===== src/rtl/regcmd_pkg.sv =====
package regcmd_pkg;
  typedef enum logic [2:0] {
    ST_IDLE      = 3'd0,
    ST_REQ       = 3'd2,
    ST_WAIT_IDLE = 3'd4,
    ST_WAIT_VCLR = 3'd6
  } state_e;

  // host register word indices (byte offset / 4)
  localparam int unsigned REG_ENABLE = 0;
  localparam int unsigned REG_INIT   = 1;
  localparam int unsigned REG_CMD    = 2;
  localparam int unsigned REG_STATUS = 3;
  localparam int unsigned REG_VCLR   = 4;
endpackage


===== src/rtl/regcmd_csr.sv =====
module regcmd_csr
  import regcmd_pkg::*;
#(
  parameter int BUS_AW = 5,
  parameter int WORD_W = 32
) (
  input  logic              clk,
  input  logic              rst,
  input  logic              hb_wr,
  input  logic              hb_rd,
  input  logic [BUS_AW-1:0] hb_addr,
  input  logic [WORD_W-1:0] hb_wdata,
  input  logic [WORD_W-1:0] status_word,
  output logic              enable_q,
  output logic              init_q,
  output logic              cmd_wr,
  output logic              vclr_wr,
  output logic [WORD_W-1:0] hb_rdata
);
  localparam int IDX_W = BUS_AW - 2;

  logic [IDX_W-1:0] idx;
  logic             aligned;

  assign idx     = hb_addr[BUS_AW-1:2];
  assign aligned = (hb_addr[1:0] == 2'b00);

  assign cmd_wr  = hb_wr && aligned && (idx == IDX_W'(REG_CMD));
  assign vclr_wr = hb_wr && aligned && (idx == IDX_W'(REG_VCLR)) && hb_wdata[0];

  always_ff @(posedge clk) begin
    if (rst) begin
      enable_q <= 1'b0;
      init_q   <= 1'b0;
    end else if (hb_wr && aligned) begin
      if (idx == IDX_W'(REG_ENABLE)) enable_q <= hb_wdata[0];
      if (idx == IDX_W'(REG_INIT))   init_q   <= hb_wdata[0];
    end
  end

  always_ff @(posedge clk) begin
    if (rst) begin
      hb_rdata <= '0;
    end else if (hb_rd) begin
      hb_rdata <= '0;
      if (aligned) begin
        if (idx == IDX_W'(REG_ENABLE)) hb_rdata <= {{(WORD_W-1){1'b0}}, enable_q};
        if (idx == IDX_W'(REG_INIT))   hb_rdata <= {{(WORD_W-1){1'b0}}, init_q};
        if (idx == IDX_W'(REG_STATUS)) hb_rdata <= status_word;
      end
    end
  end
endmodule


===== src/rtl/regcmd_fsm.sv =====
module regcmd_fsm
  import regcmd_pkg::*;
#(
  parameter int DATA_W  = 16,
  parameter int HADDR_W = 15,
  parameter int WORD_W  = 1 + HADDR_W + DATA_W
) (
  input  logic               clk,
  input  logic               rst,
  input  logic               enable,
  input  logic               cmd_wr,
  input  logic [WORD_W-1:0]  cmd_word,
  input  logic               vclr_wr,
  input  logic               be_ack,
  input  logic               be_idle,
  input  logic [DATA_W-1:0]  be_rdata,
  output state_e             state,
  output logic               be_req,
  output logic               be_write,
  output logic [HADDR_W-1:0] be_addr,
  output logic [DATA_W-1:0]  be_wdata,
  output logic [DATA_W-1:0]  hold_data
);
  always_ff @(posedge clk) begin
    if (rst) begin
      state     <= ST_IDLE;
      be_req    <= 1'b0;
      be_write  <= 1'b0;
      be_addr   <= '0;
      be_wdata  <= '0;
      hold_data <= '0;
    end else begin
      case (state)
        ST_IDLE: begin
          if (enable && cmd_wr) begin
            state    <= ST_REQ;
            be_req   <= 1'b1;
            be_write <= cmd_word[WORD_W-1];
            be_addr  <= cmd_word[WORD_W-2 -: HADDR_W];
            be_wdata <= cmd_word[DATA_W-1:0];
          end
        end
        ST_REQ: begin
          if (be_ack) begin
            state  <= ST_WAIT_IDLE;
            be_req <= 1'b0;
          end
        end
        ST_WAIT_IDLE: begin
          if (be_idle) begin
            if (be_write) begin
              state <= ST_IDLE;
            end else begin
              state     <= ST_WAIT_VCLR;
              hold_data <= be_rdata;
            end
          end
        end
        ST_WAIT_VCLR: begin
          if (vclr_wr) state <= ST_IDLE;
        end
        default: begin
          state  <= ST_IDLE;
          be_req <= 1'b0;
        end
      endcase
    end
  end
endmodule


===== src/rtl/regcmd_port.sv =====
module regcmd_port
  import regcmd_pkg::*;
#(
  parameter  int DATA_W  = 16,
  parameter  int HADDR_W = 15,
  parameter  int BUS_AW  = 5,
  localparam int WORD_W  = 1 + HADDR_W + DATA_W
) (
  input  logic               clk,
  input  logic               rst,
  input  logic               hb_wr,
  input  logic               hb_rd,
  input  logic [BUS_AW-1:0]  hb_addr,
  input  logic [WORD_W-1:0]  hb_wdata,
  output logic [WORD_W-1:0]  hb_rdata,
  output logic               be_req,
  output logic               be_write,
  output logic [HADDR_W-1:0] be_addr,
  output logic [DATA_W-1:0]  be_wdata,
  input  logic               be_ack,
  input  logic [DATA_W-1:0]  be_rdata,
  input  logic               be_idle
);
  localparam int PAD_W = WORD_W - DATA_W - 6;

  logic              enable_q;
  logic              init_q;
  logic              cmd_wr;
  logic              vclr_wr;
  state_e            state;
  logic [2:0]        fsm_code;
  logic [DATA_W-1:0] hold_data;
  logic [WORD_W-1:0] status_word;

  assign fsm_code    = state;
  assign status_word = {{PAD_W{1'b0}}, init_q, be_idle, be_req, fsm_code, hold_data};

  regcmd_csr #(.BUS_AW(BUS_AW), .WORD_W(WORD_W)) u_csr (
    .clk         (clk),
    .rst         (rst),
    .hb_wr       (hb_wr),
    .hb_rd       (hb_rd),
    .hb_addr     (hb_addr),
    .hb_wdata    (hb_wdata),
    .status_word (status_word),
    .enable_q    (enable_q),
    .init_q      (init_q),
    .cmd_wr      (cmd_wr),
    .vclr_wr     (vclr_wr),
    .hb_rdata    (hb_rdata)
  );

  regcmd_fsm #(.DATA_W(DATA_W), .HADDR_W(HADDR_W), .WORD_W(WORD_W)) u_fsm (
    .clk       (clk),
    .rst       (rst),
    .enable    (enable_q),
    .cmd_wr    (cmd_wr),
    .cmd_word  (hb_wdata),
    .vclr_wr   (vclr_wr),
    .be_ack    (be_ack),
    .be_idle   (be_idle),
    .be_rdata  (be_rdata),
    .state     (state),
    .be_req    (be_req),
    .be_write  (be_write),
    .be_addr   (be_addr),
    .be_wdata  (be_wdata),
    .hold_data (hold_data)
  );
endmodule


===== config.mk =====
export PLATFORM = sky130hd
export DESIGN_NAME = regcmd_port
export DESIGN_NICKNAME = d
export VERILOG_FILES = /design/src/rtl/regcmd_pkg.sv /design/src/rtl/regcmd_csr.sv /design/src/rtl/regcmd_fsm.sv /design/src/rtl/regcmd_port.sv
export SDC_FILE = /design/constraint.sdc
export NUM_CORES = 1
export LEC_CHECK = 0
export BUFFER_PORTS_ARGS = -buffer_cell sky130_fd_sc_hd__buf_2
export CAP_MARGIN = 10
export CELL_PAD_IN_SITES_DETAIL_PLACEMENT = 1
export CELL_PAD_IN_SITES_GLOBAL_PLACEMENT = 1
export CORE_ASPECT_RATIO = 0.5
export CORE_MARGIN = 4
export CORE_UTILIZATION = 30
export CTS_CLUSTER_DIAMETER = 100
export DETAILED_ROUTE_END_ITERATION = 7
export MAX_ROUTING_LAYER = met4
export PLACE_DENSITY = 0.86
export REMOVE_ABC_BUFFERS = 1
export SETUP_SLACK_MARGIN = 0.2
export SLEW_MARGIN = 20
export SYNTH_ARGS = -nofsm -noshare
export SYNTH_HDL_FRONTEND = slang
export SYNTH_SLANG_ARGS = --single-unit

===== constraint.sdc =====
create_clock -name clk -period 1.5 [get_ports clk]
set_input_delay 0.15 -clock clk [delete_from_list [all_inputs] [get_ports clk]]
set_output_delay 0.15 -clock clk [all_outputs]
set_load 0.01 [all_outputs]

==> results of run 1 <==
per-layer routing:
layer	vias up	wire, um	track usage
li1	1362	-	-
met1	1307	3610	0.165
met2	69	4120	0.271
met3	8	412	0.0418
met4	0	99	0.0426
met5	-	0	-
final cells by class:
type / instances / share of cell area
tap: 117 / 0.0358
inverter: 2 / 0.00184
multi-input combinational: 249 / 0.312
clock buffer: 10 / 0.0584
sequential: 74 / 0.364
clock inverter: 6 / 0.0196
timing repair buffer: 136 / 0.209
cell families after synthesis:
group	Yosys count
AO/OA/AOI/OAI	78
other	1
multiplexers	4
AND/OR/NAND/NOR	156
buffers and inverters	37
flip-flops	74
registers in the layout (all words and copies together), names as in the netlist:
signal	count
u_fsm.be_req	1
u_csr.hb_rdata	21
u_fsm.be_addr	15
u_fsm.hold_data	16
u_fsm.be_wdata	16
u_csr.enable_q	1
u_fsm.state	2
u_csr.init_q	1
u_fsm.be_write	1
through the flow:
stage | hold slack [ns] | instances | TNS (ns)
finish | 0.0628 | 594 | 0
global route | 0.0582 | 594 | 0
CTS | 0.0498 | 594 | 0
detailed placement | 0.398 | 572 | -5.38
global placement | 0.393 | 572 | -4.45
floorplan | 0.212 | 325 | -16.01
power breakdown:
group          switching [uW]  total (uW)  internal (uW)  leakage, uW
clock network             797        2290           1490     0.000162
registers               0.558        1960           1960     0.000597
logic                    99.3         177           77.6      0.00101
worst register-to-register path: stages, from the launching register on:
cell,delay [ns]
dfxtp_4,0.35
nand4bb_4,0.21
or3_1,0.37
buf_12,0.19
nand2_1,0.11
a21oi_2,0.05
synth_stat cells:
master	number
nand2b_1	1
a211o_1	1
nor3_2	1
buf_2	6
nor3_1	1
o21a_1	1
a21oi_1	72
nor3b_1	1
buf_4	11
o21ai_1	1
mux2_2	1
and3_1	1
nand4_1	2
or4b_4	1
a211oi_1	1
nor2_1	24
clkbuf_1	15
buf_6	3
nand2_1	97
or3_1	1
o221ai_1	1
and3b_1	1
nor2b_1	22
and2_1	1
dfxtp_1	74
inv_1	2
a21oi_2	1
nand4bb_1	1
mux2i_1	3
conb_1	1
nand4b_1	1
how the worst max path moves through the flow:
stage	startpoint	to	slack, ns	depth (start not counted)
after global placement	hb_addr[1]	u_fsm.be_wdata[6]	-0.14	7
final	u_fsm.state[1]	u_fsm.be_addr[0]	0.11	5
after CTS	u_fsm.state[2]	u_fsm.hold_data[10]	0.08	5
after global routing	u_fsm.state[1]	u_fsm.state[1]	0.03	6
after detailed placement	hb_addr[1]	u_fsm.be_addr[6]	-0.18	7
after floorplan	hb_addr[1]	u_fsm.be_addr[0]	-0.50	4
repair_timing:
action                                  in CTS  in global routing
buffers inserted                             4                  0
endpoints found under the setup margin      51                 51
pin swaps                                    2                  3
resized for setup                           12                 18
cloned                                       2                  0
==> flow_summary.json, run 1 <==
{
  "via_per_inst": 4.62,
  "setup_viol": 0,
  "hold_end": "u_fsm.be_wdata[7]",
  "dieArea_mm2": 0.0112,
  "crit_family": "simple AND/OR/NAND/NOR gates",
  "r2r_setup_slack_ns": 0.11,
  "cp_max_fo": 33,
  "synth_top_family_by_area": "simple AND/OR/NAND/NOR gates",
  "fin_crit_ns": 1.39,
  "hp-class": "primary input to flip-flop",
  "place_ws_ns": -0.181,
  "ys_ff_latch": 74,
  "layout_common_cells": "buf_2, nand2_1, dfxtp_1",
  "rsz0062_at_grt": "yes",
  "syn_inst": 350,
  "cts_tree": "done",
  "area_growth_pct": 44.1,
  "hold_start": "hb_wdata[7]",
  "cts_htree_levels": 3,
  "num_antenna_cells": 0,
  "path_class": "flip-flop to flip-flop",
  "place.gp.congestion": 0.695,
  "rows": 24,
  "max_freq_mhz": 719,
  "hpwlAfterDp_mm": 5.76,
  "clock_latency_ns": 0.32,
  "path_cells": "nand4bb_4 > or3_1 > buf_12 > nand2_1 > a21oi_2",
  "postRouteAntennaNets": 0,
  "clock_sinks": 74,
  "synth_compound_area_frac": 0.143,
  "drtIter0Drc": 85,
  "ys_warn_count": 0,
  "clockRootBuffer": "clkbuf_16",
  "seqCellArea_mm2": 0.00149,
  "syn_avg_cell_area_um2": 8.11,
  "antenna_found_initial": 0,
  "ir_drop_mv": 0.583,
  "critical_path_arrival_ns": 1.60,
  "slew_violations": 0,
  "place_area_mm2": 0.00357,
  "stdcell_area_mm2": 0.00409,
  "cpMaxStageDelayCell": "or3_1",
  "grt_usage": 0.151,
  "cpPeakStageDelay_ns": 0.37,
  "hold_violations": 0,
  "yosys.area.top_type": "dfxtp_1",
  "port_buffers": 112,
  "clkTransAtPathRegs_ns": 0.06,
  "grt_max_degree": 34,
  "reg2reg_depth": 5,
  "crit_required_ns": 1.71,
  "cts_buffers": 9,
  "synthDistinctLibCells": 31,
  "io_pins": 124,
  "grt_pass1_vias": 2848,
  "power.total_uw": 4430,
  "fin_ws_ns": 0.110,
  "finalCritPeriodShare": 0.927,
  "final_common_cell": "buf_2",
  "synthMuxAreaShare": 0.0146,
  "wl_per_cell_um": 13.9,
  "initial_utilization": 0.317,
  "fin_nets": 531,
  "fin_util": 0.457,
  "core_mm2": 0.00895,
  "syn_area_mm2": 0.00284,
  "synth_xor_area_frac": 0,
  "grt_pass1_wl_mm": 13.4,
  "yosys-top-cells-area": "dfxtp_1, nand2_1, a21oi_1",
  "p_leak_uw": 0.00177,
  "cts-hold-fix-buffers": 0,
  "drv_cap": 0,
  "grt_overflow": 0,
  "multiInputGateArea_mm2": 0.00128,
  "r2r-start": "u_fsm.state[1]",
  "drive_above_1_share": 0.367,
  "crit_buf_inv": 1,
  "fin_skew_ns": 0.00467,
  "drt-pass1-iter-count": 4,
  "crit_path_start_kind": "flip-flop",
  "drc": 0,
  "synthAdderAreaFrac": 0,
  "fillers": 1077,
  "whs_path_depth": 3,
  "clk_path_buf_depth": 2,
  "yosys.area_share.simple": 0.245,
  "synth_top_area_share": 0.522,
  "status": "finished, final reports clean",
  "powerDensity_mw_per_mm2": 1080,
  "num_vias": 2746,
  "drt_wl_total_mm": 8.24,
  "die_w_um": 146,
  "synth_seq_area_share": 0.522,
  "r2r_end": "u_fsm.be_addr[0]",
  "crit_path_end_kind": "flip-flop",
  "die_y_um": 76.8
}
No activity file was read; power rests on OpenSTA's default activity.
==> inputs of run 2 (changes only) <==
--- a/config.mk
+++ b/config.mk
@@ -16,6 +16,7 @@
 export DETAILED_ROUTE_END_ITERATION = 7
 export MAX_ROUTING_LAYER = met4
 export PLACE_DENSITY = 0.86
+export RECOVER_POWER = 100
 export REMOVE_ABC_BUFFERS = 1
 export SETUP_SLACK_MARGIN = 0.2
 export SLEW_MARGIN = 20
==> run 2 against run 1 <==
Setup slack got worse by 0.035 ns. Critical path depth rose by 2. Non-clock buffer count did not move. Clock-buffer cell count did not move. Largest cell class unchanged. Combinational power barely moved. Highest routed layer unchanged. Sequential share of layout area rose by 0.92 points. Clock skew rose by 0.0019 ns. Die area did not move. Largest power group unchanged.
==> flow_summary.json, run 2 (synthesized netlist as in run 1, its figures left out) <==
{
  "antenna_found_initial": 0,
  "seqCellArea_mm2": 0.00148,
  "rows": 24,
  "top_regs": "u_csr.hb_rdata x21, u_fsm.be_wdata x16, u_fsm.hold_data x16",
  "io_pins": 124,
  "clockRootBuffer": "clkbuf_16",
  "max_freq_mhz": 702,
  "crit_path_start_kind": "flip-flop",
  "path_cells": "nand4bb_4 > buf_6 > nor3_4 > buf_6 > buf_12 > nand2_1 > a21oi_1",
  "r2r-start": "u_fsm.state[1]",
  "crit_path_end_kind": "flip-flop",
  "drv_cap": 0,
  "crit_buf_inv": 3,
  "die_y_um": 76.8,
  "cp_max_fo": 12,
  "drt-pass1-iter-count": 4,
  "crit_top_cell": "buf_6",
  "wl_per_cell_um": 13.9,
  "cpMaxStageDelayCell": "dfxtp_1",
  "reg2reg_depth": 7,
  "hold_start": "hb_wdata[7]",
  "clk_path_buf_depth": 2,
  "grt_pass1_vias": 2848,
  "finalCritPeriodShare": 0.950,
  "r2r_setup_slack_ns": 0.07,
  "crit_required_ns": 1.74,
  "cts_buffers": 9,
  "final_common_cell": "nand2_1",
  "path_class": "flip-flop to flip-flop",
  "critical_path_arrival_ns": 1.67,
  "setup_viol": 0,
  "grt_pass1_wl_mm": 13.4,
  "postRouteAntennaNets": 0,
  "ir_drop_mv": 0.582,
  "hp-class": "primary input to flip-flop",
  "fin_tns_setup_ns": 0,
  "place.gp.congestion": 0.695,
  "grt_overflow": 0,
  "via_per_inst": 4.60,
  "hold_violations": 0,
  "drive_above_1_share": 0.233,
  "cp_num_cells": 7,
  "top_register": "u_csr.hb_rdata",
  "grt_max_degree": 34,
  "die_w_um": 146,
  "drt_wl_total_mm": 8.24,
  "layout_common_cells": "nand2_1, dfxtp_1, a21oi_1",
  "num_vias": 2730,
  "clock_latency_ns": 0.32,
  "hold_end": "u_fsm.be_wdata[7]",
  "cts_tree": "done",
  "multiInputGateArea_mm2": 0.00126,
  "r2r_end": "u_fsm.be_addr[6]",
  "initial_utilization": 0.317,
  "clock_sinks": 74,
  "powerDensity_mw_per_mm2": 1110,
  "fin_nets": 531,
  "largest_reg_flops": 21,
  "status": "finished, final reports clean",
  "grt_usage": 0.151,
  "num_antenna_cells": 0,
  "hpwlAfterDp_mm": 5.76,
  "p_leak_uw": 0.00151,
  "drc": 0,
  "fin_crit_ns": 1.43,
  "rsz0062_at_grt": "yes",
  "core_mm2": 0.00895,
  "place_ws_ns": -0.181,
  "fin_skew_ns": 0.00653,
  "whs_path_depth": 3,
  "cpPeakStageDelay_ns": 0.34,
  "port_buffers": 112,
  "slew_violations": 0,
  "fin_ws_ns": 0.0746,
  "dieArea_mm2": 0.0112,
  "cts_htree_levels": 3,
  "drtIter0Drc": 74,
  "fillers": 1100,
  "clkTransAtPathRegs_ns": 0.06,
  "area_growth_pct": 40.2,
  "crit_family": "simple AND/OR/NAND/NOR gates"
}
## run 2: what timing repair did
item	in CTS	in global routing
buffers inserted	4	0
hold buffers	0	0
setup endpoints to repair	51	51
resized for setup	12	18
pin swaps	2	3
cloned	2	0
## run 2: where the power goes
group          internal, uW  switching [uW]  total, uW
Sequential             1970           0.560       1970
Clock                  1490             791       2280
Combinational          75.6            98.4        174
Total                  3530             890       4420
## run 2: cell type report
class	instances	share of cell area
sequential	74	0.373
multi-input combinational	249	0.316
timing repair buffer	136	0.192
clock buffer	10	0.0601
tap	117	0.0368
clock inverter	6	0.0201
inverter	2	0.00189
## run 2: through the flow
step	area, um2	cells	hold slack [ns]	utilization	power [uW]
3_3_place_gp	3570	572	0.393	0.399	2180
5_1_grt	3980	594	0.0582	0.444	4580
2_1_floorplan	2670	325	0.212	-	2040
3_5_place_dp	3570	572	0.398	0.399	2180
6_report	3980	594	0.0624	0.444	4420
4_1_cts	4020	594	0.0498	0.449	4490
## run 2: layer usage
metal	up-vias	global-route usage	share of wire
met3	6	0.0418	0.048
met4	0	0.0426	0.011
met1	1298	0.165	0.44
met5	-	-	0
met2	67	0.271	0.50
li1	1359	-	-
## run 2: worst min-delay path, stage by stage
cell	delay, ns
buf_2	0.10
nand2_1	0.05
a21oi_1	0.05
## run 2: worst max-delay path by stage
stage	from	end	slack (ns)
6_report	u_fsm.state[1]	u_fsm.be_addr[6]	0.07
5_1_grt	u_fsm.state[1]	u_fsm.be_wdata[9]	0.02
4_1_cts	u_fsm.state[2]	u_fsm.hold_data[10]	0.08
3_5_place_dp	hb_addr[1]	u_fsm.be_addr[6]	-0.18
3_3_place_gp	hb_addr[1]	u_fsm.be_wdata[6]	-0.14
2_1_floorplan	hb_addr[1]	u_fsm.be_addr[0]	-0.50
